==> config.mk <==
export PLATFORM = sky130hd
export DESIGN_NAME = dbg_regfile_unit
export DESIGN_NICKNAME = d
export VERILOG_FILES = /design/src/rtl/dbg_pkg.sv /design/src/rtl/dbg_index_decode.sv /design/src/rtl/dbg_addr_bank.sv /design/src/rtl/dbg_status_ctrl.sv /design/src/rtl/dbg_regfile_unit.sv
export SDC_FILE = /design/constraint.sdc
export NUM_CORES = 1
export LEC_CHECK = 0
export ABC_CLOCK_PERIOD_IN_PS = 3800
export BUFFER_PORTS_ARGS = -buffer_cell sky130_fd_sc_hd__buf_2
export CAP_MARGIN = 10
export CORE_MARGIN = 2
export CORE_UTILIZATION = 35
export DETAILED_ROUTE_END_ITERATION = 8
export GPL_TIMING_DRIVEN = 0
export PLACE_DENSITY = 0.66
export SETUP_SLACK_MARGIN = 0.2
export SYNTH_ARGS = -nofsm -noshare
export SYNTH_HDL_FRONTEND = slang
export SYNTH_SLANG_ARGS = --single-unit
==> constraint.sdc <==
create_clock -name clk -period 3.8 [get_ports clk]
set_input_delay 0 -clock clk [delete_from_list [all_inputs] [get_ports clk]]
set_output_delay 0 -clock clk [all_outputs]
set_load 0.05 [all_outputs]
==> src/rtl/dbg_pkg.sv <==
package dbg_pkg;
  localparam int unsigned XLEN       = 32;
  localparam int unsigned IDX_W      = 3;
  localparam logic [XLEN-1:0] STATUS_ONES  = 32'hFFFF_0FF0;
  localparam logic [XLEN-1:0] CONTROL_ONES = 32'h0000_0400;
  localparam int unsigned STEP_BIT   = 14;

  typedef enum logic [1:0] {
    TGT_ADDR    = 2'd0,
    TGT_STATUS  = 2'd1,
    TGT_CONTROL = 2'd2,
    TGT_ILLEGAL = 2'd3
  } dbg_target_e;
endpackage

==> src/rtl/dbg_index_decode.sv <==
module dbg_index_decode
  import dbg_pkg::*;
#(
  parameter int unsigned NUM_ADDR = 4,
  localparam int unsigned SEL_W = (NUM_ADDR > 1) ? $clog2(NUM_ADDR) : 1
) (
  input  logic [IDX_W-1:0] index,
  input  logic             ext_en,
  output dbg_target_e      target,
  output logic [SEL_W-1:0] addr_sel
);
  always_comb begin
    addr_sel = index[SEL_W-1:0];
    unique case (index)
      3'd4:    target = ext_en ? TGT_ILLEGAL : TGT_STATUS;
      3'd5:    target = ext_en ? TGT_ILLEGAL : TGT_CONTROL;
      3'd6:    target = TGT_STATUS;
      3'd7:    target = TGT_CONTROL;
      default: target = (int'(index) < NUM_ADDR) ? TGT_ADDR : TGT_ILLEGAL;
    endcase
  end
endmodule

==> src/rtl/dbg_addr_bank.sv <==
module dbg_addr_bank
  import dbg_pkg::*;
#(
  parameter int unsigned NUM_ADDR = 4,
  parameter int unsigned W        = XLEN,
  localparam int unsigned SEL_W = (NUM_ADDR > 1) ? $clog2(NUM_ADDR) : 1
) (
  input  logic                  clk,
  input  logic                  rst_n,
  input  logic                  wr_en,
  input  logic [SEL_W-1:0]      wr_sel,
  input  logic [W-1:0]          wr_data,
  input  logic [SEL_W-1:0]      rd_sel,
  output logic [W-1:0]          rd_data,
  output logic [NUM_ADDR*W-1:0] flat_q
);
  logic [W-1:0] regs [NUM_ADDR];

  for (genvar g = 0; g < NUM_ADDR; g++) begin : g_reg
    always_ff @(posedge clk) begin
      if (!rst_n)
        regs[g] <= '0;
      else if (wr_en && (int'(wr_sel) == g))
        regs[g] <= wr_data;
    end
    assign flat_q[g*W +: W] = regs[g];
  end

  assign rd_data = regs[rd_sel];
endmodule

==> src/rtl/dbg_status_ctrl.sv <==
module dbg_status_ctrl
  import dbg_pkg::*;
#(
  parameter int unsigned HIT_W = 4
) (
  input  logic             clk,
  input  logic             rst_n,
  input  logic             wr_status,
  input  logic             wr_control,
  input  logic [XLEN-1:0]  wdata,
  input  logic             hit_valid,
  input  logic [HIT_W-1:0] hit_vec,
  input  logic             step_evt,
  output logic [XLEN-1:0]  status_q,
  output logic [XLEN-1:0]  control_q
);
  logic [XLEN-1:0] status_d;

  // write first, then hardware events merged on top
  always_comb begin
    status_d = wr_status ? (wdata | STATUS_ONES) : status_q;
    if (hit_valid)
      status_d[HIT_W-1:0] = hit_vec;
    if (step_evt)
      status_d[STEP_BIT] = 1'b1;
  end

  always_ff @(posedge clk) begin
    if (!rst_n) begin
      status_q  <= STATUS_ONES;
      control_q <= CONTROL_ONES;
    end else begin
      status_q <= status_d;
      if (wr_control)
        control_q <= wdata | CONTROL_ONES;
    end
  end
endmodule

==> src/rtl/dbg_regfile_unit.sv <==
module dbg_regfile_unit
  import dbg_pkg::*;
#(
  parameter int unsigned NUM_ADDR = 4,
  localparam int unsigned SEL_W = (NUM_ADDR > 1) ? $clog2(NUM_ADDR) : 1
) (
  input  logic                     clk,
  input  logic                     rst_n,
  input  logic                     dbg_ext_en,
  input  logic                     req_valid,
  output logic                     req_ready,
  input  logic                     req_write,
  input  logic [IDX_W-1:0]         req_index,
  input  logic [XLEN-1:0]          req_wdata,
  output logic                     rsp_valid,
  output logic [XLEN-1:0]          rsp_rdata,
  output logic                     fault_pulse,
  input  logic                     hit_valid,
  input  logic [NUM_ADDR-1:0]      hit_vec,
  input  logic                     step_evt,
  output logic [NUM_ADDR*XLEN-1:0] addr_regs,
  output logic [XLEN-1:0]          status_q,
  output logic [XLEN-1:0]          control_q
);
  dbg_target_e      target;
  logic [SEL_W-1:0] addr_sel;
  logic             ready_q;
  logic             accept;
  logic [XLEN-1:0]  bank_rd;
  logic [XLEN-1:0]  rd_mux;

  dbg_index_decode #(.NUM_ADDR(NUM_ADDR)) u_decode (
    .index    (req_index),
    .ext_en   (dbg_ext_en),
    .target   (target),
    .addr_sel (addr_sel)
  );

  assign accept    = req_valid && ready_q;
  assign req_ready = ready_q;

  dbg_addr_bank #(.NUM_ADDR(NUM_ADDR), .W(XLEN)) u_bank (
    .clk     (clk),
    .rst_n   (rst_n),
    .wr_en   (accept && req_write && (target == TGT_ADDR)),
    .wr_sel  (addr_sel),
    .wr_data (req_wdata),
    .rd_sel  (addr_sel),
    .rd_data (bank_rd),
    .flat_q  (addr_regs)
  );

  dbg_status_ctrl #(.HIT_W(NUM_ADDR)) u_stctl (
    .clk        (clk),
    .rst_n      (rst_n),
    .wr_status  (accept && req_write && (target == TGT_STATUS)),
    .wr_control (accept && req_write && (target == TGT_CONTROL)),
    .wdata      (req_wdata),
    .hit_valid  (hit_valid),
    .hit_vec    (hit_vec),
    .step_evt   (step_evt),
    .status_q   (status_q),
    .control_q  (control_q)
  );

  always_comb begin
    unique case (target)
      TGT_ADDR:    rd_mux = bank_rd;
      TGT_STATUS:  rd_mux = status_q;
      TGT_CONTROL: rd_mux = control_q;
      default:     rd_mux = '0;
    endcase
  end

  always_ff @(posedge clk) begin
    if (!rst_n) begin
      ready_q     <= 1'b0;
      rsp_valid   <= 1'b0;
      rsp_rdata   <= '0;
      fault_pulse <= 1'b0;
    end else begin
      ready_q     <= 1'b1;
      rsp_valid   <= accept && !req_write && (target != TGT_ILLEGAL);
      fault_pulse <= accept && (target == TGT_ILLEGAL);
      if (accept && !req_write && (target != TGT_ILLEGAL))
        rsp_rdata <= rd_mux;
    end
  end
endmodule

==> results.env, run 1 <==
RUN_STATUS='completed'
FINALWORSTPATHREQUIREDPERIOD_PS=2710
DRT_PRE_ANTENNA_ITERS=5
FINAL-MAX-SLEW-VIOLATION-COUNT=0
DR_VIAS=7265
INITIAL_CORE_UTIL_PCT=35.6
LAYOUT_COMMON_CELLS='265 x buf_2, 131 x and2_1, 128 x edfxtp_1'
POST-ROUTE-UTIL_PCT=48.0
BOUNDARYPINS=273
FINAL_HOLD_VIOL_COUNT=0
DRC=0
WORST-SLEW-PIN-TRANSITION_PS=905
FILLERINSTANCES=2336
TIMING.CRITICAL_PATH.FROM_TYPE='input port'
PLACE.PORT_BUFFERS=246
WORSTHOLDPATHCELLS=4
CRIT_PATH_MAX_FANOUT=10
MOSTFREQUENTLAYOUTCELL='buf_2'
POWER.LEAKAGE_uW=0.00526
YOSYS_REGISTER_BITS=202
FIRST_GLOBAL_VIAS=7311
DRT-WIRELENGTH-PER-CELL_UM=22.0
CORE_AREA_MM2=0.0252
AVGSYNTHCELLAREA_UM2=11.8
CLK_PATH_BUF_DEPTH=3
ARRIVAL_PS=3110
FIN_NETS=1157
YOSYSTOPAREACELLSHARE_PCT=42.9
SETUP.WORST_PATH.END_CLASS='flip-flop'
CLK_LATENCY_PS=510
SYNTHESIS.INSTANCES=758
PERIOD_SHARE_PCT=71.4
YS_WARN_COUNT=0
CTS_HTREE_LEVELS=1
NETLIST_AREA_MM2=0.00897
REGISTER_AREA_MM2=0.00533
POST_LAYOUT_NONFILLER_INSTANCES=1455
TOT_GR_TRACK_USE_PCT=23.4
LAYOUT-DRIVE-GT1-SHARE_PCT=37.1
GLOBALPLACE.CONGESTION=0.816
DRTITER0DRC=757
CRIT_REQUIRED_PS=4200
RSZ0062_AT_GRT='false'
TIMING.MAX_CAP.VIOLATIONS=0
TOTAL_POWER_DENSITY_PER_CELL_AREA_mW_PER_MM2=442
YS_SEQ_AREA_SHARE_PCT=59.4
DP_CELLS=1364
DPL_CELL_AREA_MM2=0.0109
TOTAL_DETAILED_ROUTING_WIRELENGTH_MM=32.0
DRTANTENNAVIOLNETS=0
CTS_ROOT_BUFFER='clkbuf_16'
GRT_FIRST_PASS_WIRELENGTH_MM=46.1
CLOCK_SINK_TOTAL=202
FF2FF_PATH_DEPTH=3
DIE_W_UM=164
FINAL-SETUP-VIOL-COUNT=0
MIN_PATH_TYPE='in -> reg'
YOSYSUNIQUECELLTYPES=33
FIN_HOLD_WS_PS=73.5
CRITICALPATHCATEGORY='in -> reg'
GRT_MAX_DEGREE=21
CTS.CLK_SLEW.WORST_PATHS_PS=60
NUMCTSBUFFERS=24
MAXSLEWHEADROOM_PCT=39.7
FIN_WORST_SKEW_PS=5.69
AREA_ADDED_BETWEEN_SYNTHESIS_AND_FINISH_PCT=34.8
MULTI_INPUT_AREA_MM2=0.00323
GLOBAL_ROUTE.OVERFLOW_TOTAL=0
MAX-VDD-IR-DROP_V=0.000310
FINALINSTANCEAREA_MM2=0.0121
ROWS=58
FMAXACHIEVABLE_MHz=368
VIAS_PER_INSTANCE=4.99
DIE_AREA_MM2=0.0269
SYNTH_TOP_CELL_BY_AREA='edfxtp_1'
FLOORPLAN.DIE.HEIGHT_UM=164
YOSYS-TOP-CELLS-AREA='edfxtp_1 43%, dfxtp_1 17%, and2_1 9.1%, mux2_2 6.9%, nand2_1 4.6%'
NUMBER_OF_ANTENNA_VIOLATIONS_AT_THE_FIRST_CHECK_IN_GLOBAL_ROUTING=0
DETAILED_PLACE_HPWL_MM=22.1
CTS_TREE='built'
N_ANTENNA_CELL=0
-- final timing paths --
| check | from | slack [ps] | endpoint |
|---|---|---|---|
| hold / removal | req_write | 70 | u_stctl.control_q[9] |
| setup / recovery | req_index[0] | 1090 | u_stctl.status_q[3] |
| setup reg to reg | req_ready | 1540 | u_bank.regs[0][18] |
| hold reg to reg | u_stctl.control_q[11] | 470 | u_stctl.control_q[11] |
-- cell families (layout without fill, tap and decap cells) --
family                   after synthesis  in the layout  share of synthesized area [%]
other                                  1             25                         0.0418
flip-flops                           202            202                           59.4
multiplexers                          64             64                           8.37
adder cells (fa/ha/maj)                4              4                          0.558
AO/OA/AOI/OAI                        143            143                           9.65
AND/OR/NAND/NOR                      260            260                           15.9
buffers and inverters                 84            427                           6.12
-- layout make-up --
| type | count | share of cell area, % |
|---|---|---|
| inverter | 4 | 0.124 |
| multi-input combinational | 496 | 26.7 |
| buffer | 80 | 4.42 |
| clock buffer | 36 | 5.60 |
| tap | 330 | 3.41 |
| sequential | 202 | 44.0 |
| clock inverter | 8 | 0.321 |
| timing repair buffer | 299 | 15.4 |
-- cell usage after synthesis, drive strengths merged --
library cell,n
edfxtp,128
a31oi,35
conb,1
buf,60
a22oi,23
mux2,64
nand2b,3
dfxtp,74
nand2,109
a222oi,8
o21ai,39
inv,4
ha,4
nand4,3
a221oi,1
a21oi,35
and4bb,1
o21a,1
nor2b,2
o31ai,1
clkbuf,20
nor4,1
and2b,1
nor3,6
and2,131
and4,3
-- worst max-delay path, cell delays in order --
cell           delay [ps]
buf_6                 110
buf_6                 170
buf_4                 220
o21a_1                240
inv_1                  90
ha_1                  190
clkbuf_1              520
nand4_1               640
nand2_1               240
a31oi_1               110
dlygate4sd3_1         570
-- per-stage QoR --
stage                     total power (µW)  setup WS [ps]  setup TNS (ps)
after floorplan                       2970           -169          -16220
after global placement                3200          -2900         -304750
after detailed placement              3220           1010               0
after CTS                             5380           1170               0
after global routing                  5510           1010               0
final                                 5350           1090               0
-- power by group --
group	leakage (µW)	internal [µW]	switching (µW)
Combinational	0.00293	218	566
Clock	0.000348	1230	903
Sequential	0.00198	2400	38.6
Total	0.00526	3840	1510
-- routing by layer --
| metal | part of all wire (%) | wire length, µm | vias up | global-route usage [%] |
|---|---|---|---|---|
| met5 | 0 | 0 | - | 0 |
| met4 | 2.4 | 762 | 0 | 5.82 |
| met3 | 8.5 | 2730 | 51 | 5.61 |
| met2 | 48 | 15500 | 337 | 39.3 |
| met1 | 41 | 13000 | 3523 | 30.4 |
| li1 | - | - | 3354 | - |
-- flip-flops by register name, indices dropped and copies added (netlist names) --
signal	count
req_ready	1
u_stctl.status_q	8
rsp_valid	1
rsp_rdata	32
fault_pulse	1
u_bank.regs	128
u_stctl.control_q	31
-- timing repair --
action	CTS	global route
setup buffers	0	0
gates resized for setup	0	0
endpoints found under the hold margin	170	0
hold buffers	47	0
No activity file was read; power rests on OpenSTA's default activity.
==> run 2: changes to the inputs <==
--- a/config.mk
+++ b/config.mk
@@ -5,7 +5,7 @@
 export SDC_FILE = /design/constraint.sdc
 export NUM_CORES = 1
 export LEC_CHECK = 0
-export ABC_CLOCK_PERIOD_IN_PS = 3800
+export ABC_CLOCK_PERIOD_IN_PS = 2340
 export BUFFER_PORTS_ARGS = -buffer_cell sky130_fd_sc_hd__buf_2
 export CAP_MARGIN = 10
 export CORE_MARGIN = 2
==> constraint.sdc (replaced) <==
create_clock -name clk -period 2.34 [get_ports clk]
set_input_delay 0 -clock clk [delete_from_list [all_inputs] [get_ports clk]]
set_output_delay 0 -clock clk [all_outputs]
set_load 0.05 [all_outputs]
==> run 2 against run 1 <==
Compared with the run above:
- register-to-register slack worse by 1200 ps
- clock power increased by 63%
- combinational power grew 63%
- largest cell class unchanged
- largest power group unchanged
- die area is the same
- total power grew 63%
- cell count is 0.34% higher
- cell area is 0.57% higher
- routed wire length shrank 1.6%
==> results.env, run 2 (same netlist as run 1, synthesis figures left out) <==
WORSTHOLDSTART='req_index[2]'
VIAS_PER_INSTANCE=5.01  # +0.34%
MULTI_INPUT_AREA_MM2=0.00325  # +0.39%
DETAILED_PLACE_HPWL_MM=21.8  # -1.3%
CRIT_REQUIRED_PS=2560  # -1640 ps
NUMCTSBUFFERS=23  # -4.2%
FF2FF_SETUP_SLACK_PS=380  # -1160 ps
PLACE.PORT_BUFFERS=246  # unchanged
INITIAL_CORE_UTIL_PCT=35.6  # unchanged
RSZ0062_AT_GRT='false'
SETUP.WORST_PATH.END_CLASS='flip-flop'
CLK_LATENCY_PS=520  # about the same
REG_TOP3='u_bank.regs: 128 flops, rsp_rdata: 32 flops, u_stctl.control_q: 31 flops'
DRT-WIRELENGTH-PER-CELL_UM=21.6  # -1.9%
GLOBAL_ROUTE.OVERFLOW_TOTAL=0  # unchanged
DIE_AREA_MM2=0.0269  # unchanged
FIN_NETS=1161  # +0.35%
PWR-SHARE-SEQ_PCT=45.4  # about the same
CTS_HTREE_LEVELS=1  # unchanged
FIN_HOLD_WS_PS=66.6  # -6.97 ps
ROWS=58  # unchanged
CLOCK_SINK_TOTAL=202  # unchanged
CTS_TREE='built'
POWER.COMBINATIONAL.FRACTION_PCT=14.7  # about the same
TOTAL_DETAILED_ROUTING_WIRELENGTH_MM=31.5  # -1.6%
POWER.LEAKAGE_uW=0.00529  # +0.53%
GRT_MAX_DEGREE=19  # -9.5%
GRT_FIRST_PASS_WIRELENGTH_MM=44.8  # -2.8%
SWITCHING_SHARE_PCT=28.0  # -0.20 points
MAX-VDD-IR-DROP_V=0.000592  # +91%
LARGEST_REGISTER_FFS=128  # unchanged
MIN_PATH_TYPE='in -> reg'
RUN_STATUS='completed'
TNS_PS=0  # unchanged
DPL_CELL_AREA_MM2=0.0109  # about the same
ARRIVAL_PS=2180  # -930 ps
CTS.CLK_SLEW.WORST_PATHS_PS=70  # about the same
TOT_GR_TRACK_USE_PCT=23.0  # -0.44 points
CRIT_PATH_MAX_FANOUT=10  # unchanged
DRT_PRE_ANTENNA_ITERS=5  # unchanged
CLK_PATH_BUF_DEPTH=3  # unchanged
LAYOUT-DRIVE-GT1-SHARE_PCT=38.3  # +1.2 points
FINALINSTANCEAREA_MM2=0.0122  # +0.57%
POST-ROUTE-UTIL_PCT=48.3  # +0.27 points
LARGEST-REGISTER='u_bank.regs'
POWER.INTERNAL_uW=6260  # +63%
REGISTER_AREA_MM2=0.00533  # about the same
TOTAL_POWER_DENSITY_PER_CELL_AREA_mW_PER_MM2=715  # +62%
CRITICALPATHCATEGORY='reg -> reg'
WORST-SLEW-PIN-TRANSITION_PS=824  # -80.8 ps
FIRST_GLOBAL_VIAS=7032  # -3.8%
FINALWORSTPATHREQUIREDPERIOD_PS=1960
FINAL-SETUP-VIOL-COUNT=0  # unchanged
FMAXACHIEVABLE_MHz=509
LAYOUT_COMMON_CELLS='265 x buf_2, 131 x and2_1, 128 x edfxtp_1'
DIE_W_UM=164  # unchanged
TIMING.CRITICAL_PATH.FROM_TYPE='flip-flop'
AREA_ADDED_BETWEEN_SYNTHESIS_AND_FINISH_PCT=35.6
PERIOD_SHARE_PCT=83.9
FINAL-MAX-SLEW-VIOLATION-COUNT=0  # unchanged
WORSTREG2REGEND='u_bank.regs[0][15]'
DR_VIAS=7315  # +0.69%
MAXSLEWHEADROOM_PCT=45.0  # +5.4 points
WORSTHOLDPATHCELLS=4  # unchanged
FLOORPLAN.DIE.HEIGHT_UM=164  # unchanged
BOUNDARYPINS=273  # unchanged
DRTITER0DRC=598  # -21%
NUMBER_OF_ANTENNA_VIOLATIONS_AT_THE_FIRST_CHECK_IN_GLOBAL_ROUTING=3  # +3
FF2FF_PATH_DEPTH=5  # +2
HOLD-PATH-ENDPOINT='fault_pulse'
CLOCK_POWER_SHARE_PCT=39.9  # about the same
SWITCHING_POWER_uW=2430  # +61%
FIN_WORST_SKEW_PS=13.2  # +7.47 ps
DRTANTENNAVIOLNETS=0  # unchanged
CORE_AREA_MM2=0.0252  # unchanged
FINAL_HOLD_VIOL_COUNT=0  # unchanged
REGTOREGSTARTPOINT='req_ready'
GLOBALPLACE.CONGESTION=0.783  # -4.0%
CTS_ROOT_BUFFER='clkbuf_16'
TIMING.MAX_CAP.VIOLATIONS=0  # unchanged
FILLERINSTANCES=2358  # +0.94%
MOSTFREQUENTLAYOUTCELL='buf_2'
DRC=0  # unchanged
POST_CTS_RESIZED=0  # unchanged
==> run 2: changes by cell type in the layout (fill, tap and decap cells not counted), sizes merged <==
cell         before  now
dlygate4sd3      47   44
buf             312  320
inv               4    5
diode             0    2
clkinv            7    4
==> run 2: final cells by class <==
class                           count  share of cell area, %
Antenna cell                        2                 0.0411
Buffer                             80                   4.56
Clock buffer                       36                   5.63
Clock inverter                      6                  0.360
Inverter                            4                  0.123
Multi-Input combinational cell    496                   26.7
Sequential cell                   202                   43.8
Tap cell                          330                   3.39
Timing Repair Buffer              304                   15.4
==> run 2: worst max path at each step <==
stage                                    end  slack (ps)    startpoint  cells past startpoint
after floorplan            u_bank.regs[0][0]        -160  req_index[0]                      8
after global placement    u_bank.regs[0][19]       -1180  req_index[0]                      8
after detailed placement  u_bank.regs[0][19]        -370  req_index[0]                     11
after CTS                 u_bank.regs[3][30]         220     req_ready                      3
after global routing       u_bank.regs[0][9]         300     req_ready                      5
final                     u_bank.regs[0][15]         380     req_ready                      5
==> run 2: metrics by stage <==
stage / std cells / setup WS, ps / power (µW)
3_5_place_dp: 1364 / -368 / 5220
4_1_cts: 1453 / 217 / 8740
6_report: 1460 / 376 / 8700
3_3_place_gp: 1358 / -1180 / 5190
2_1_floorplan: 782 / -163 / 4840
5_1_grt: 1459 / 295 / 8990
==> run 2: repair_timing <==
item,in CTS,in global routing
endpoints found under the hold margin,170,0
pin swaps,2,3
buffers inserted,3,5
hold buffers,44,0
setup endpoints to repair,25,35
==> run 2: routing by layer <==
layer	global-route usage (%)	up-vias	wire, µm
met5	0	-	13
met4	6.22	2	798
met3	4.82	52	2690
met2	38.4	349	15000
met1	30.2	3538	13000
li1	-	3374	-
==> run 2: power groups by stage <==
stage               clock (µW)  combinational, µW  sequential [µW]
global placement             0               1160             4030
detailed placement           0               1200             4030
finish                    3470               1280             3950
floorplan                    0                424             4410
CTS                       3530               1270             3950
global route              3690               1340             3960
==> run 2: worst max-delay path, stage by stage, from the launching register on <==
cell and delay (ps):
dfxtp_2 430, nand4_4 320, o31ai_4 350, buf_8 200, buf_8 180, buf_8 170
==> run 3: changes to the inputs <==
--- a/config.mk
+++ b/config.mk
@@ -5,14 +5,14 @@
 export SDC_FILE = /design/constraint.sdc
 export NUM_CORES = 1
 export LEC_CHECK = 0
-export ABC_CLOCK_PERIOD_IN_PS = 2340
+export ABC_CLOCK_PERIOD_IN_PS = 1900
 export BUFFER_PORTS_ARGS = -buffer_cell sky130_fd_sc_hd__buf_2
 export CAP_MARGIN = 10
 export CORE_MARGIN = 2
 export CORE_UTILIZATION = 35
 export DETAILED_ROUTE_END_ITERATION = 8
 export GPL_TIMING_DRIVEN = 0
-export PLACE_DENSITY = 0.66
+export PLACE_DENSITY = 0.64
 export SETUP_SLACK_MARGIN = 0.2
 export SYNTH_ARGS = -nofsm -noshare
 export SYNTH_HDL_FRONTEND = slang
==> constraint.sdc (replaced) <==
create_clock -name clk -period 1.9 [get_ports clk]
set_input_delay 0 -clock clk [delete_from_list [all_inputs] [get_ports clk]]
set_output_delay 0 -clock clk [all_outputs]
set_load 0.05 [all_outputs]
==> run 3 against run 2 <==
Compared with the run above:
- combinational power rose by 23%
- clock skew fell by 3.0 ps
- cell area rose by 0.46%
- clock power rose by 26%
- routed wire length rose by 0.90%
- largest cell class unchanged
==> results.env, run 3 (same netlist as run 1, synthesis figures left out) <==
REGTOREGSTARTPOINT='req_ready'
TOTAL_DETAILED_ROUTING_WIRELENGTH_MM=31.8  # +0.90%
LARGEST_REGISTER_FFS=128  # unchanged
MAX-VDD-IR-DROP_V=0.000568  # -4.1%
FLOORPLAN.DIE.HEIGHT_UM=164  # unchanged
FIN_NETS=1162  # +0.086%
DIE_AREA_MM2=0.0269  # unchanged
REG_TOP3='u_bank.regs: 128 flops, rsp_rdata: 32 flops, u_stctl.control_q: 31 flops'
INITIAL_CORE_UTIL_PCT=35.6  # unchanged
HOLD-PATH-ENDPOINT='u_stctl.control_q[9]'
DIE_W_UM=164  # unchanged
GLOBALPLACE.CONGESTION=0.784  # about the same
CPPEAKSTAGEDELAY_PS=460  # +30 ps
CRIT_PATH_MAX_FANOUT=10  # unchanged
WORSTREG2REGEND='u_bank.regs[0][14]'
LARGEST-REGISTER='u_bank.regs'
HIGHEST-SIGNAL-LAYER='met5'
DRT-WIRELENGTH-PER-CELL_UM=21.8  # +0.97%
LAYOUT_COMMON_CELLS='263 x buf_2, 131 x and2_1, 128 x edfxtp_1'
FMAXACHIEVABLE_MHz=608
WORSTHOLDPATHCELLS=4  # unchanged
CRIT_REQUIRED_PS=2270  # -290 ps
DRTANTENNAVIOLNETS=0  # unchanged
CORE_AREA_MM2=0.0252  # unchanged
WORSTHOLDSTART='req_write'
NUMCTSBUFFERS=23  # unchanged
WORSTPATHCELLLIST='buf_8 > buf_12 > buf_8 > o21a_1 > inv_2 > ha_4 > and2_1 > buf_2 > buf_2 > a222oi_1 > a31oi_1'
MET2_WIRE_LEN_MM=14.9  # -1.0%
FINAL_HOLD_VIOL_COUNT=0  # unchanged
LAYOUT-DRIVE-GT1-SHARE_PCT=39.3  # +0.98 points
CRITICALPATHCATEGORY='in -> reg'
SETUP.WORST_PATH.END_CLASS='flip-flop'
ROWS=58  # unchanged
CTS_ROOT_BUFFER='clkbuf_16'
CTS_TREE='built'
POWER.LEAKAGE_uW=0.00533  # +0.90%
FIN_HOLD_WS_PS=77.4  # +10.8 ps
PLACE.PORT_BUFFERS=246  # unchanged
TIMING.MAX_CAP.VIOLATIONS=0  # unchanged
CLOCK_SINK_TOTAL=202  # unchanged
CTS.CLK_SLEW.WORST_PATHS_PS=60  # about the same
NUMBER_OF_ANTENNA_VIOLATIONS_AT_THE_FIRST_CHECK_IN_GLOBAL_ROUTING=1  # -2
FIN_WORST_SKEW_PS=10.2  # -2.98 ps
TOTAL_POWER_DENSITY_PER_CELL_AREA_mW_PER_MM2=886  # +24%
CP_TOP_FAMILY='buffers and inverters'
MIN_PATH_TYPE='in -> reg'
GRT_FIRST_PASS_WIRELENGTH_MM=45.2  # +1.0%
CLK_LATENCY_PS=510  # about the same
WL_MET3_MM=2.62  # -2.5%
FINAL-MAX-SLEW-VIOLATION-COUNT=0  # unchanged
ARRIVAL_PS=2020  # -160 ps
TNS_PS=0  # unchanged
BOUNDARYPINS=273  # unchanged
WORST-SLEW-PIN-TRANSITION_PS=685  # -139 ps
WORST_PATH_MAX_DELAY_CELL='a222oi_1'
RUN_STATUS='completed'
FINALWORSTPATHREQUIREDPERIOD_PS=1640
TOT_GR_TRACK_USE_PCT=23.1  # +0.11 points
DR_VIAS=7296  # -0.26%
DETAIL_ROUTE.WIRELENGTH.MET1_MM=13.2  # +1.3%
CTS_HTREE_LEVELS=1  # unchanged
PERIOD_SHARE_PCT=86.6
AREA_ADDED_BETWEEN_SYNTHESIS_AND_FINISH_PCT=36.2
GRT_MAX_DEGREE=19  # unchanged
CLK_PATH_BUF_DEPTH=3  # unchanged
TIMING.CRITICAL_PATH.FROM_TYPE='input port'
MOSTFREQUENTLAYOUTCELL='buf_2'
FILLERINSTANCES=2329  # -1.2%
DRT_PRE_ANTENNA_ITERS=6  # +1
FF2FF_PATH_DEPTH=5  # unchanged
DRTITER0DRC=668  # +12%
VIAS_PER_INSTANCE=5.00  # -0.19%
FINAL-SETUP-VIOL-COUNT=0  # unchanged
POST-ROUTE-UTIL_PCT=48.5  # +0.22 points
FIRST_GLOBAL_VIAS=7052  # +0.28%
CRITPATHBUFINV=6  # +3
RSZ0062_AT_GRT='true'
DETAILED_PLACE_HPWL_MM=21.9  # +0.67%
MAXSLEWHEADROOM_PCT=54.3  # +9.3 points
DRC=0  # unchanged
GLOBAL_ROUTE.OVERFLOW_TOTAL=0  # unchanged
FF2FF_SETUP_SLACK_PS=330  # -50 ps
run 3: how the worst max path moves through the flow:
| stage | from | endpoint | depth (start not counted) |
|---|---|---|---|
| floorplan | req_index[0] | u_bank.regs[0][0] | 8 |
| global placement | req_index[0] | u_bank.regs[0][17] | 8 |
| detailed placement | req_index[0] | u_bank.regs[0][17] | 9 |
| CTS | req_ready | u_bank.regs[2][21] | 5 |
| global route | req_index[0] | u_stctl.control_q[25] | 12 |
| finish | req_index[0] | rsp_rdata[3] | 11 |
run 3: layout make-up:
type,count,area [µm²],area share [%]
diodes,1,2.50,0.0205
plain buffers,80,569,4.66
clock buffers,33,643,5.26
clock inverters,8,90.1,0.737
inverters,4,15.0,0.123
multi-input cells,496,3250,26.6
flip-flops and latches,202,5330,43.6
well taps,330,413,3.38
repair buffers,305,1910,15.6
run 3: layer usage:
layer  vias to the layer above  global-route usage [%]
met4                         2                    7.62
met3                        67                    4.97
met1                      3509                    30.4
li1                       3363                       -
met2                       355                    37.7
met5                         -                       0
run 3: through the flow:
step | cell area (µm²) | total power (µW) | instances | setup slack, ps
final | 12200 | 10800 | 1459 | 255
after global placement | 10800 | 6400 | 1358 | -1590
after detailed placement | 10900 | 6440 | 1364 | -794
after floorplan | 9140 | 5950 | 782 | -597
after global routing | 12200 | 11100 | 1458 | 153
after CTS | 12200 | 10900 | 1456 | 191
run 3: power breakdown:
| part | leakage, µW | total (µW) | switching, µW | internal, µW |
|---|---|---|---|---|
| clock | 0.000357 | 4370 | 1760 | 2610 |
| sequential | 0.00198 | 4870 | 75.1 | 4790 |
| combinational | 0.00300 | 1580 | 1140 | 450 |
| total | 0.00533 | 10800 | 2970 | 7850 |
run 3: worst min-delay path, delay by kind of cell:
family	cells	cell delay, ps
AO/OA/AOI/OAI	1	130
buffers and inverters	1	150
AND/OR/NAND/NOR	2	270
run 3: timing repair:
| item | in CTS | in global routing |
|---|---|---|
| hold buffers | 40 | 0 |
| gates resized for setup | 5 | 14 |
| endpoints found under the setup margin | 184 | 175 |
| endpoints found under the hold margin | 170 | 0 |
| setup buffers | 11 | 2 |
| pin swaps | 7 | 1 |
